[config.mk]
export PLATFORM = sky130hd
export DESIGN_NAME = busgrant_arb
export DESIGN_NICKNAME = d
export VERILOG_FILES = /design/src/rtl/busgrant_pkg.sv /design/src/rtl/busgrant_sync.sv /design/src/rtl/busgrant_fsm.sv /design/src/rtl/busgrant_arb.sv
export SDC_FILE = /design/constraint.sdc
export NUM_CORES = 1
export LEC_CHECK = 0
export ABC_CLOCK_PERIOD_IN_PS = 2700
export BUFFER_PORTS_ARGS = -buffer_cell sky130_fd_sc_hd__buf_4
export CORE_AREA = 5 5 42 44
export DETAILED_ROUTE_END_ITERATION = 8
export DIE_AREA = 0 0 47 49
export PLACE_DENSITY = 0.48
export SLEW_MARGIN = 20
export SYNTH_ARGS = -nofsm -noshare
export SYNTH_HDL_FRONTEND = slang
export SYNTH_SLANG_ARGS = --single-unit
[constraint.sdc]
create_clock -name clk -period 2.7 [get_ports clk]
set_input_delay 0.405 -clock clk [delete_from_list [all_inputs] [get_ports clk]]
set_output_delay 0.405 -clock clk [all_outputs]
set_load 0.02 [all_outputs]
[src/rtl/busgrant_pkg.sv]
package busgrant_pkg;

    typedef enum logic [1:0] {
        ST_OWN    = 2'd0,
        ST_HELD   = 2'd1,
        ST_TURN   = 2'd2,
        ST_RESUME = 2'd3
    } arb_state_e;

    typedef struct packed {
        arb_state_e st;
    } arb_regs_t;

endpackage

[src/rtl/busgrant_sync.sv]
module busgrant_sync #(
    parameter int STAGES = 2
) (
    input  logic clk,
    input  logic rst_n,
    input  logic din,
    output logic dout
);
    localparam int TOP = STAGES - 1;

    logic [TOP:0] sh_d, sh_q;

    generate
        if (STAGES == 1) begin : g_single
            always_comb sh_d = din;
        end else begin : g_chain
            always_comb sh_d = {sh_q[TOP-1:0], din};
        end
    endgenerate

    always_ff @(posedge clk or negedge rst_n) begin
        if (!rst_n) sh_q <= '0;
        else        sh_q <= sh_d;
    end

    assign dout = sh_q[TOP];
endmodule

[src/rtl/busgrant_fsm.sv]
module busgrant_fsm
    import busgrant_pkg::*;
(
    input  logic clk,
    input  logic rst_n,
    input  logic hold_s,
    input  logic cyc_active,
    input  logic cyc_done,
    input  logic core_req,
    output logic hold_ack,
    output logic bus_oe,
    output logic cyc_start,
    output logic core_stall
);
    arb_regs_t r_d, r_q;
    logic      bus_free;
    logic      grant;

    always_comb begin
        r_d       = r_q;
        bus_free  = !cyc_active || cyc_done;
        grant     = 1'b0;
        cyc_start = 1'b0;
        unique case (r_q.st)
            ST_OWN: begin
                grant     = hold_s && bus_free;
                cyc_start = core_req && bus_free && !hold_s;
                if (grant) r_d.st = ST_HELD;
            end
            ST_HELD: begin
                if (!hold_s) r_d.st = ST_TURN;
            end
            ST_TURN: begin
                r_d.st = ST_RESUME;
            end
            ST_RESUME: begin
                cyc_start = core_req && bus_free;
                grant     = hold_s && bus_free && !core_req;
                r_d.st    = grant ? ST_HELD : ST_OWN;
            end
            default: r_d.st = ST_OWN;
        endcase
        core_stall = core_req && !cyc_start;
    end

    always_ff @(posedge clk or negedge rst_n) begin
        if (!rst_n) r_q <= '{st: ST_OWN};
        else        r_q <= r_d;
    end

    assign hold_ack = (r_q.st == ST_HELD);
    assign bus_oe   = (r_q.st != ST_HELD);

    p_grant_sampled_r2: assert property (@(posedge clk) disable iff (!rst_n)
        $rose(hold_ack) |-> $past(hold_s));

    p_grant_boundary_r3: assert property (@(posedge clk) disable iff (!rst_n)
        $rose(hold_ack) |-> $past(!cyc_active || cyc_done));

    p_keep_hold_r5: assert property (@(posedge clk) disable iff (!rst_n)
        (hold_ack && hold_s) |=> hold_ack);

    p_release_r5: assert property (@(posedge clk) disable iff (!rst_n)
        (hold_ack && !hold_s) |=> (!hold_ack && bus_oe));

    p_stall_needs_req_r6: assert property (@(posedge clk) disable iff (!rst_n)
        core_stall |-> core_req);

    p_no_start_held_r6: assert property (@(posedge clk) disable iff (!rst_n)
        hold_ack |-> !cyc_start);

    p_turnaround_r7: assert property (@(posedge clk) disable iff (!rst_n)
        $fell(hold_ack) |-> (!cyc_start && bus_oe));

    p_resume_core_r8: assert property (@(posedge clk) disable iff (!rst_n)
        ($past(hold_ack, 2) && !$past(hold_ack) && core_req && !cyc_active)
        |-> cyc_start);
endmodule

[src/rtl/busgrant_arb.sv]
module busgrant_arb #(
    parameter int SYNC_STAGES = 2,
    parameter bit IO_HIGH     = 1'b0
) (
    input  logic clk,
    input  logic rst_n,
    input  logic hold_req,
    input  logic cyc_active,
    input  logic cyc_done,
    input  logic core_req,
    input  logic core_is_io,
    output logic hold_ack,
    output logic bus_oe,
    output logic cyc_start,
    output logic core_stall,
    output logic mio_sel
);
    logic hold_s;

    busgrant_sync #(.STAGES(SYNC_STAGES)) u_sync (
        .clk  (clk),
        .rst_n(rst_n),
        .din  (hold_req),
        .dout (hold_s)
    );

    busgrant_fsm u_fsm (
        .clk       (clk),
        .rst_n     (rst_n),
        .hold_s    (hold_s),
        .cyc_active(cyc_active),
        .cyc_done  (cyc_done),
        .core_req  (core_req),
        .hold_ack  (hold_ack),
        .bus_oe    (bus_oe),
        .cyc_start (cyc_start),
        .core_stall(core_stall)
    );

    generate
        if (IO_HIGH) begin : g_io_high
            assign mio_sel = core_is_io;
        end else begin : g_mem_high
            assign mio_sel = !core_is_io;
        end
    endgenerate

    p_float_with_ack_r4: assert property (@(posedge clk) disable iff (!rst_n)
        $rose(hold_ack) |-> !bus_oe);
endmodule

# Yosys cells after proc, flatten, opt, wreduce, memory -nomap -nowiden
# Index checks and enable logic that the tools add are counted.
[classes]
reduce_logical = 13
n_eq_ne = 6
n_mux = 5
[op_table]
columns = ["operator", "count"]
rows = [
  ["$pmux 2 s4", 1],
  ["$logic_and 1x1->1", 5],
  ["$logic_not 1->1", 5],
  ["$eq 2x2->1 const B", 2],
  ["$mux 2", 2],
  ["$ne 2x1->1 const B", 2],
  ["$eq 2x1->1 const B", 1],
  ["$logic_not 2->1", 1],
  ["$ne 2x2->1 const B", 1],
  ["$pmux 1 s2", 1],
  ["$reduce_and 2->1", 1],
  ["$logic_or 1x1->1", 1],
  ["$mux 1", 1],
]
[word_totals]
output_inout_bits = 5
inputBits = 7
word_cells = 26
reg_bits = 4

# Logic depth before layout (Yosys ltp)
# Gate-level depths: netlist (run 1).
[logic_depth]
word_depth = 7
mapped_depth = 5
ltp_nobuf = 5

# Cells and area by module
# A second synthesis (run 1) with hierarchy kept.
[hier_totals]
cells_unflattened = 26
hier_area_um2 = 266.5
[by_module_without_submodules]
columns = ["mod", "cells_each", "seq_area_each_um2", "instances", "area_each_um2"]
rows = [
  ["busgrant_fsm", 23, 50.0, 1, 212.7],
  ["busgrant_sync", 2, 50.0, 1, 50.0],
  ["busgrant_arb", 1, 0.0, 1, 3.8],
]

# Least setup slack after synthesis (run 1)
# Ideal clock, no wire load.
[synth_path]
path_kind = "register -> output"
startpoint = "register u_fsm.r_q[0] (netlist name)"
endpoint = "output port cyc_start"
stages_incl_launch_ff = 4
required_time_ps = 2295
slack_ps = 747
arrival_time_ps = 1548
path_buffers = 0
path_cell_list = "dfrtp_1 -> inv_1 -> ha_1 -> nor4b_1"
[synth_via]
elab_chain_cells = 2
word_cells_on_any_way = 3
cone_classes = "1 x eq/ne; 1 x mux; 1 x reduce/logical"
[synth_lines]
columns = ["element", "line", "rtl"]
rows = [
  ["start: declaration", "busgrant_fsm.sv:15", "arb_regs_t r_d, r_q;"],
  ["start signal: assignment", "busgrant_fsm.sv:47", "if (!rst_n) r_q <= '{st: ST_OWN};"],
  ["start signal: assignment", "busgrant_fsm.sv:48", "else r_q <= r_d;"],
  ["$eq 2x2->1 / $logic_not 2->1 (equally long branches)", "busgrant_fsm.sv:24", "unique case (r_q.st)"],
  ["$pmux 1 s2 *", "busgrant_fsm.sv:24", ""],
  ["end: declaration", "busgrant_arb.sv:14", "output logic cyc_start,"],
]
# Mark *: on every way between the ends. The rest lies on a longest branch, timed or not.

# Final worst setup path (run 1)
# Ends and elaborated chain as after synthesis.

==> results.md, run 1 <==
- PostCTS Resize Cnt: 0
- Most common cell after layout, fill and taps aside: buf_4
- Final min period: 1.98 ns
- Routed Antenna Nets: 0
- Sink Count: 4
- Final worst-path cycle share: between 70% and 80%
- GP Congestion: about 0.75
- Syn_area_per_cell: about 10 sq um
- Pleak: about 0.21 nW
- Worst Path Required: 2.30 ns
- Design area: 402 sq um
- Least-Margin Pin Slew: 0.253 ns
- Total congestion overflow: 0
- Initial Utilization: roughly a fifth
- Pwr Density: 1070 nW/um^2
- CP Max Fanout: 4
- CP startpoint: u_fsm.r_q[0]$_DFFE_PN0P_
- CTS tree: built
- Routed wire per std cell: 9.79 um
- Vias in the first global route: 236
- Setup TNS: 0 ns
- Layout Skew: ~0.0029 ns
- Port bufs: 11
- Area growth, synth to finish: 50.7%
- Drt drc: 0
- Post-Syn Nets: 37
- GRT Util Overall: 5.72%
- Hold Vio Cnt, Final: 0
- Layout cells sized above 1: a little over a third
- Number of max-cap violations: 0
- #FFs+latches synth: 4
- I/O pins: 12
- Die ar.: 2300 sq um
- Setup crit end kind: output pin
- Most frequent cells in the layout: buf_4, inv_1, ha_1, dfrtp_1, clkbuf_4
- RSZ-0062 raised after global routing: false
- Max Fclk: ~500 MHz
- Slew margin rel.: 82.9%
- Drt pass-1 iters: 2
- H-tree levels: 1
- Via density: 4.14
- Core ar.: 1400 sq um
- Num CTS Buffers: 3
- Setup-failing EPs final: 0
- CP Launch Type: flip-flop
- DP Area: approximately 370 sq um
- DR iter-0 viols: 6
- Critical Path AT: approximately 1.6 ns
- CTS Buffer Depth: 2
- Critical setup path kind: flip-flop to output pin
- YS warnings: 0
- Nets: 54
- R2R Path Start: u_fsm.r_q[0]$_DFFE_PN0P_
- Global-route wire length before repair: about 920 um
- Chip Height: 49 um
- Status: finished clean
- Sequential-to-total area share from yosys stat: 37.6%
- Initial antenna violation count: 0
- Reg clk slew, reported paths: 0.04 ns
- Rows: 14
- Synth Cell Area: 267 sq um
- Startpoint of the worst hold path: hold_req
- Via Count: 236
- Die Wd: 47 um
- Detailed Place HPWL: 467 um
- HP Class: input pin to flip-flop
- Diode count: 0
- Root Driver: clkbuf_4
- Overall Power: 428 uW
- Largest net degree at the start of global routing: 5
- Clk_lat worst skew: 0.24 ns
- Cell variety after synth: 14
- Worst VDD drop: around 0.43 mV
- Cells after synthesis: 26
- Detailed-route wire length: between 500 and 600 um
- Fin. max-slew vios: 0
sequential cells by signal (all words and copies together) (netlist names):
register and cells:
u_fsm.r_q 2, u_sync.sh_q 2
per-stage QoR:
stage | worst slack, ns | hold slack (ns) | utilization, % | instances
after floorplan | 0.747 | 0.109 | - | 26
after global placement | 0.967 | 0.202 | 26.3 | 53
after detailed placement | 0.969 | 0.203 | 26.3 | 53
after CTS | 0.697 | 0.274 | 28.7 | 57
after global routing | 0.550 | 0.266 | 28.7 | 57
final | 0.716 | 0.280 | 28.7 | 57
layer usage:
| metal | track usage, % | share of wire (%) | vias to the layer above |
|---|---|---|---|
| met3 | 4.43 | 9.9 | 0 |
| li1 | - | - | 119 |
| met5 | 0 | 0 | - |
| met4 | 2.76 | 0 | 0 |
| met2 | 7.01 | 46 | 10 |
| met1 | 7.08 | 44 | 107 |
worst paths after layout:
path | to | slack (ns) | cells past startpoint
setup reg to reg | u_fsm.r_q[1]$_DFFE_PN0P_ | 1.25 | 5
max in group asynchronous | u_sync.sh_q[0]$_DFF_PN0_ | 2.10 | 2
setup / recovery | cyc_start | 0.72 | 4
hold reg to reg | u_sync.sh_q[1]$_DFF_PN0_ | 0.35 | 0
hold / removal | u_sync.sh_q[0]$_DFF_PN0_ | 0.28 | 1
min in group asynchronous | u_fsm.r_q[1]$_DFFE_PN0P_ | 0.50 | 2
critical path, cell delays in order (launching register included):
cell	delay, ns
dfrtp_1	0.40
inv_1	0.10
ha_1	0.33
nor4b_1	0.31
buf_4	0.20
cell usage after synthesis:
| master | instances | area, sq um |
|---|---|---|
| nor2b_1 | 1 | 6.26 |
| a21oi_1 | 1 | 5.00 |
| o211ai_1 | 1 | 7.51 |
| a2bb2oi_1 | 1 | 8.76 |
| ha_1 | 4 | 50.1 |
| nand3b_1 | 1 | 7.51 |
| nor4b_1 | 1 | 8.76 |
| o311ai_1 | 1 | 8.76 |
| mux2_4 | 1 | 15.0 |
| dfrtp_1 | 4 | 100 |
| o31a_1 | 1 | 8.76 |
| inv_1 | 6 | 22.5 |
| nand2_1 | 2 | 7.51 |
| mux2i_1 | 1 | 10.0 |
kinds of logic (layout without fill, tap and decap cells):
group	Yosys count	in the layout	synth area share, %
AOI/OAI and AO/OA	5	5	14.6
adders and majority gates	4	4	18.8
buffers and inverters	6	21	8.45
DFF	4	4	37.6
muxes	2	2	9.39
and+or+nand+nor	5	5	11.3
area by class of cell:
| cell class | count | area, sq um |
|---|---|---|
| clock buffers | 3 | 22.5 |
| flip-flops and latches | 4 | 100 |
| well taps | 16 | 20.0 |
| inverters | 6 | 22.5 |
| repair buffers | 12 | 92.6 |
| multi-input cells | 16 | 144 |
| fillers | 157 | 1000 |
repair_timing:
item                                    in CTS  in global routing
endpoints found under the setup margin       0                  0
hold endpoints to repair                     4                  0
buffers inserted                             0                  0
hold buffers                                 1                  0
power by group:
group          leakage [nW]  switching (mW)  internal [mW]
sequential           0.0464          0.0203         0.0793
clock                0.0138          0.0246         0.0497
combinational         0.150           0.128          0.127
Power figures use the tool's default switching activity.
==> inputs of run 2 (changes only) <==
--- a/config.mk
+++ b/config.mk
@@ -5,12 +5,13 @@
 export SDC_FILE = /design/constraint.sdc
 export NUM_CORES = 1
 export LEC_CHECK = 0
-export ABC_CLOCK_PERIOD_IN_PS = 2700
+export ABC_AREA = 1
+export ABC_CLOCK_PERIOD_IN_PS = 1650
 export BUFFER_PORTS_ARGS = -buffer_cell sky130_fd_sc_hd__buf_4
 export CORE_AREA = 5 5 42 44
 export DETAILED_ROUTE_END_ITERATION = 8
 export DIE_AREA = 0 0 47 49
-export PLACE_DENSITY = 0.48
+export PLACE_DENSITY = 0.5
 export SLEW_MARGIN = 20
 export SYNTH_ARGS = -nofsm -noshare
 export SYNTH_HDL_FRONTEND = slang
==> constraint.sdc (replaced) <==
create_clock -name clk -period 1.65 [get_ports clk]
set_input_delay 0.2475 -clock clk [delete_from_list [all_inputs] [get_ports clk]]
set_output_delay 0.2475 -clock clk [all_outputs]
set_load 0.02 [all_outputs]
==> run 2 against run 1 <==
Effect of this change: cell count grew 21%; via count grew 14%; sequential cell count did not move; combinational power rose by 110%; non-clock buffer count up 3; sequential power grew 47%; count of clock-buffer cells in the layout stayed put; critical path depth up 3; hold slack got worse by 0.16 ns; clock skew decreased by 0.0013 ns.
==> results.md, run 2 <==
- Cell variety after synth: 11
- Setup crit end kind: output pin
- Cells after synthesis: 35
- Setup-failing EPs final: 0
- Ys flop type: dfrtp_1
- Drt pass-1 iters: 2
- Initial antenna violation count: 0
- Setup TNS: 0 ns
- Final worst-path cycle share: between 90% and 100%
- Reg-to-reg slack, setup: 0.45 ns
- Post-Syn Nets: 46
- Pwr Density: between 1500 and 2000 nW/um^2
- Critical Path AT: 1.33 ns
- R2R Path Start: u_fsm.r_q[1]$_DFFE_PN0P_
- Syn_area_per_cell: 8.11 sq um
- Pleak: 0.243 nW
- Final min period: 1.57 ns
- Filler cells: between 150 and 200
- Worst VDD drop: 0.759 mV
- Yosys top cell area share: about a third
- Via Count: ~270
- Diode count: 0
- CTS tree: built
- Leading area contributor after synthesis: dfrtp_1
- EDFF count, synth: 0
- Initial Utilization: roughly 20%
- Rows: 14
- Die Wd: 47 um
- FF-to-FF path depth: 7
- CP startpoint: u_fsm.r_q[1]$_DFFE_PN0P_
- Root Driver: clkbuf_4
- Detailed-route wire length: about 560 um
- Area growth, synth to finish: 63.0%
- Reg clk slew, reported paths: approximately 0.040 ns
- WHS Path Cells: 1
- GP Congestion: 0.610
- #FFs+latches synth: 4
- Global-route wire length before repair: 869 um
- Design area: 463 sq um
- DR iter-0 viols: 1
- RR Endpoint: u_fsm.r_q[0]$_DFFE_PN0P_
- Ys async rst share: 100%
- Synth top area cells: dfrtp_1, ha_1, inv_1
- DRT met1 WL: 239 um
- Layout Skew: 0.00166 ns
- Critical setup path kind: flip-flop to output pin
- CTS Buffer Depth: 2
- Via density: 3.90
- WL met3: roughly 69 um
- Sink Count: 4
- HP Class: input pin to flip-flop
- Sequential-to-total area share from yosys stat: around a third
- Layout cells sized above 1: 56.6%
- Total congestion overflow: 0
- DP Area: 394 sq um
- Reg area: 100 sq um
- Chip Height: 49 um
- I/O pins: 12
- Nets: 66
- Max Used Layer: met4
- Routed Antenna Nets: 0
- Die ar.: 2300 sq um
- Hold Vio Cnt, Final: 0
- Max Fclk: 635 MHz
- H-tree levels: 1
- Least-Margin Pin Slew: 0.156 ns
- Worst Path Required: 1.40 ns
- Largest net degree at the start of global routing: 5
- Vias in the first global route: about 220
- Fin. max-slew vios: 0
- Detailed Place HPWL: 440 um
- Area of the multi-input gates: between 150 and 200 sq um
- Clk_lat worst skew: 0.23 ns
- Core ar.: 1400 sq um
- Most numerous cell in the Yosys netlist: inv_1
- Most instantiated cells after synthesis: inv_1, nand2_1, dfrtp_1, ha_1
- CP Launch Type: flip-flop
- Port bufs: 11
- Most common cell after layout, fill and taps aside: buf_4
- Most frequent cells in the layout: buf_4, inv_1, nand2_1
- Routed wire per std cell: 8.04 um
- Status: finished clean
- RSZ-0062 raised after global routing: false
- Startpoint of the worst hold path: hold_req
- Top flop regs: u_fsm.r_q (2), u_sync.sh_q (2)
- Synth Cell Area: 284 sq um
- GRT Util Overall: ~5.7%
- Slew margin rel.: 89.5%
- Number of max-cap violations: 0
- CP Max Fanout: 2
- Met2 WL: 229 um
- Num CTS Buffers: 3
- YS warnings: 0
- WHS Endpoint: u_sync.sh_q[0]$_DFF_PN0_
- Drt drc: 0
## run 2: cell families after synthesis
family	after synthesis	share of synthesized area, %
adder cells (fa/ha/maj)	4	17.6
AND/OR/NAND/NOR	15	26.4
buffers and inverters	9	11.9
flip-flops	4	35.2
AO/OA/AOI/OAI	3	8.81
## run 2: worst max path at each step
stage,endpoint,slack [ns],cells past startpoint
final,core_stall,0.08,7
after global routing,core_stall,0.01,7
after CTS,core_stall,0.01,7
after detailed placement,core_stall,0.15,7
after global placement,core_stall,0.18,7
after floorplan,core_stall,0.16,6
## run 2: routing by layer
layer,global-route usage (%),vias up
li1,-,144
met1,6.46,111
met2,6.79,12
met3,3.32,2
met4,5.53,0
met5,0,-
## run 2: area by class of cell
class	count	share of cell area, %
clock buffers	3	4.86
inverters	9	7.84
multi-input cells	22	35.7
flip-flops and latches	4	21.6
well taps	16	4.32
repair buffers	15	25.7
## run 2: stage by stage
stage	util, %	worst slack (ns)	instances	power [mW]	hold WS (ns)
final	33.0	0.0754	69	0.794	0.125
after global routing	33.0	0.0119	69	0.874	0.112
after CTS	32.4	0.0145	69	0.785	0.114
after detailed placement	28.1	0.152	63	0.576	0.0452
after global placement	28.1	0.185	63	0.567	0.0454
after floorplan	-	0.155	35	0.437	-0.0481
## run 2: power breakdown
| group | internal [mW] | total [mW] | switching [mW] |
|---|---|---|---|
| clock | 0.0811 | 0.117 | 0.0359 |
| combinational | 0.254 | 0.531 | 0.277 |
| sequential | 0.129 | 0.146 | 0.0175 |
| total | 0.465 | 0.794 | 0.330 |
## run 2: worst max-delay path, stage by stage, from the launching register on
cell     delay, ns
dfrtp_1       0.38
inv_2         0.08
ha_4          0.21
inv_4         0.05
nand3_1       0.08
nor2_2        0.13
nor2_2        0.05
buf_6         0.12
## run 2: what timing repair did
item                                   4_1_cts  5_1_grt
gates resized for setup                      4        3
pin swaps                                    2        1
setup endpoints to repair                    2        2
endpoints found under the hold margin        4        0
buffers inserted                             2        0
hold buffers                                 1        0
==> inputs of run 3 (changes only) <==
--- a/config.mk
+++ b/config.mk
@@ -5,13 +5,12 @@
 export SDC_FILE = /design/constraint.sdc
 export NUM_CORES = 1
 export LEC_CHECK = 0
-export ABC_AREA = 1
 export ABC_CLOCK_PERIOD_IN_PS = 1650
 export BUFFER_PORTS_ARGS = -buffer_cell sky130_fd_sc_hd__buf_4
 export CORE_AREA = 5 5 42 44
 export DETAILED_ROUTE_END_ITERATION = 8
 export DIE_AREA = 0 0 47 49
-export PLACE_DENSITY = 0.5
+export PLACE_DENSITY = 0.49
 export SLEW_MARGIN = 20
 export SYNTH_ARGS = -nofsm -noshare
 export SYNTH_HDL_FRONTEND = slang
==> run 3 against run 2 <==
Effect of this change: design area rose by 7.0%; sequential power barely moved; clock power barely moved; worst setup slack got worse by 0.027 ns.
==> results.md, run 3 (same netlist as run 1, synthesis figures left out) <==
- Status: finished clean
- Setup-failing EPs final: 0
- CP Launch Type: flip-flop
- Largest net degree at the start of global routing: 5
- Crit path cell chain: inv_2, ha_4, a21oi_4, o31a_1, buf_6
- Placed cells: 54
- Fin cells: 63
- Chip Height: 49 um
- Reg-to-reg slack, setup: around 0.070 ns
- CTS Buffer Depth: 2
- Setup crit end kind: output pin
- Overall Power: 948 uW
- Bufs and invs on worst path: 2
- Num CTS Buffers: 3
- Die Wd: 47 um
- Core ar.: approximately 1400 sq um
- Worst Path Required: 1.40 ns
- Detailed-route wire length: 670 um
- HP Class: input pin to flip-flop
- Initial Utilization: between 10% and 20%
- Layout Skew: 0.00180 ns
- Global-route wire length before repair: approximately 1000 um
- Die ar.: 2300 sq um
- Pleak: 0.240 nW
- Top Family by Delay on Critical Path: flip-flops
- Via Count: approximately 260
- Worst VDD drop: 0.767 mV
- Reg area: 100 sq um
- WHS Endpoint: u_sync.sh_q[0]$_DFF_PN0_
- CTS tree: built
- Root Driver: clkbuf_4
- CP Max Fanout: 3
- I/O pins: 12
- WHS Path Cells: 1
- Most common cell after layout, fill and taps aside: buf_4
- Sink Count: 4
- Number of max-cap violations: 0
- Diode count: 0
- Top flop regs: u_fsm.r_q (2), u_sync.sh_q (2)
- Routed wire per std cell: between 10 and 15 um
- DR iter-0 viols: 2
- Critical Path AT: roughly 1.4 ns
- Slowest stage cell, crit path: dfrtp_1
- Clk_lat worst skew: 0.23 ns
- Startpoint of the worst hold path: hold_req
- Routed Antenna Nets: 0
- Initial antenna violation count: 0
- Critical setup path kind: flip-flop to output pin
- Final worst-path cycle share: 97.1%
- Slew margin rel.: 82.1%
- Area growth, synth to finish: 85.9%
- Layout cells sized above 1: 59.6%
- Vias in the first global route: 253
- Max Fclk: 624 MHz
- RSZ-0062 raised after global routing: true
- R2R Path Start: u_fsm.r_q[0]$_DFFE_PN0P_
- Nets: 60
- FF-to-FF path depth: 6
- Drt drc: 0
- GP Congestion: 0.640
- Least-Margin Pin Slew: 0.268 ns
- Fin. max-slew vios: 0
- RR Endpoint: u_fsm.r_q[1]$_DFFE_PN0P_
- Pwr Density: about 1900 nW/um^2
- Filler cells: ~150
- Via density: 4.14
- Reg clk slew, reported paths: 0.03 ns
- H-tree levels: 1
- Rows: 14
- Detailed Place HPWL: 477 um
- CP max stage delay: 0.38 ns
- Port bufs: 11
- Total congestion overflow: 0
- GRT Util Overall: roughly 6.3%
- Hold Vio Cnt, Final: 0
- Area of the multi-input gates: ~190 sq um
- Final min period: about 1.6 ns
- Drt pass-1 iters: 2
- Most frequent cells in the layout: buf_4, inv_1, dfrtp_1
## run 3: cell count changes in the layout (fill, tap and decap cells not counted), sizes merged, moves of 3 or more
cell and delta:
nor2 -4, nand3 -3, buf +3, nand2 -6, inv -3
## run 3: layer usage
| layer | GRT usage [%] | routed length, um |
|---|---|---|
| met3 | 2.21 | 42 |
| met1 | 6.22 | 241 |
| met2 | 9.73 | 386 |
| met5 | 0 | 0 |
| met4 | 5.53 | 0 |
## run 3: through the flow
stage | setup WS (ns) | util, % | hold slack, ns | instance area (sq um) | setup TNS (ns)
2_1_floorplan | 0.112 | - | -0.0481 | 273 | 0
3_3_place_gp | 0.115 | 27.3 | 0.0443 | 383 | 0
5_1_grt | -0.00875 | 35.4 | 0.113 | 495 | -0.0170
6_report | 0.0484 | 35.4 | 0.125 | 495 | 0
4_1_cts | 0.00863 | 32.7 | 0.115 | 458 | 0
3_5_place_dp | 0.113 | 27.3 | 0.0437 | 383 | 0
## run 3: area by class of cell
type	count	share of cell area, %
multi-input cells	16	38.1
repair buffers	18	28.5
flip-flops and latches	4	20.2
clock buffers	3	4.55
inverters	6	4.55
well taps	16	4.04
## run 3: worst max-delay path by stage
stage,startpoint,to,slack [ns],depth (start not counted)
2_1_floorplan,u_fsm.r_q[0]$_DFFE_PN0P_,cyc_start,0.11,3
3_3_place_gp,u_fsm.r_q[0]$_DFFE_PN0P_,core_stall,0.11,5
3_5_place_dp,u_fsm.r_q[0]$_DFFE_PN0P_,core_stall,0.11,5
4_1_cts,u_fsm.r_q[0]$_DFFE_PN0P_,core_stall,0.009,5
5_1_grt,u_fsm.r_q[0]$_DFFE_PN0P_,u_fsm.r_q[1]$_DFFE_PN0P_,-0.009,6
6_report,u_fsm.r_q[0]$_DFFE_PN0P_,core_stall,0.05,5
## run 3: what timing repair did
item | 4_1_cts | 5_1_grt
resized for setup | 6 | 4
hold buffers | 1 | 0
pin swaps | 2 | 2
setup buffers | 4 | 1
hold endpoints to repair | 4 | 0
setup endpoints to repair | 2 | 3
## run 3: power by group
part | switching, mW | internal (mW) | leakage (nW)
sequential | 0.0180 | 0.130 | 0.0464
combinational | 0.313 | 0.373 | 0.180
clock | 0.0339 | 0.0809 | 0.0138
total | 0.365 | 0.584 | 0.240
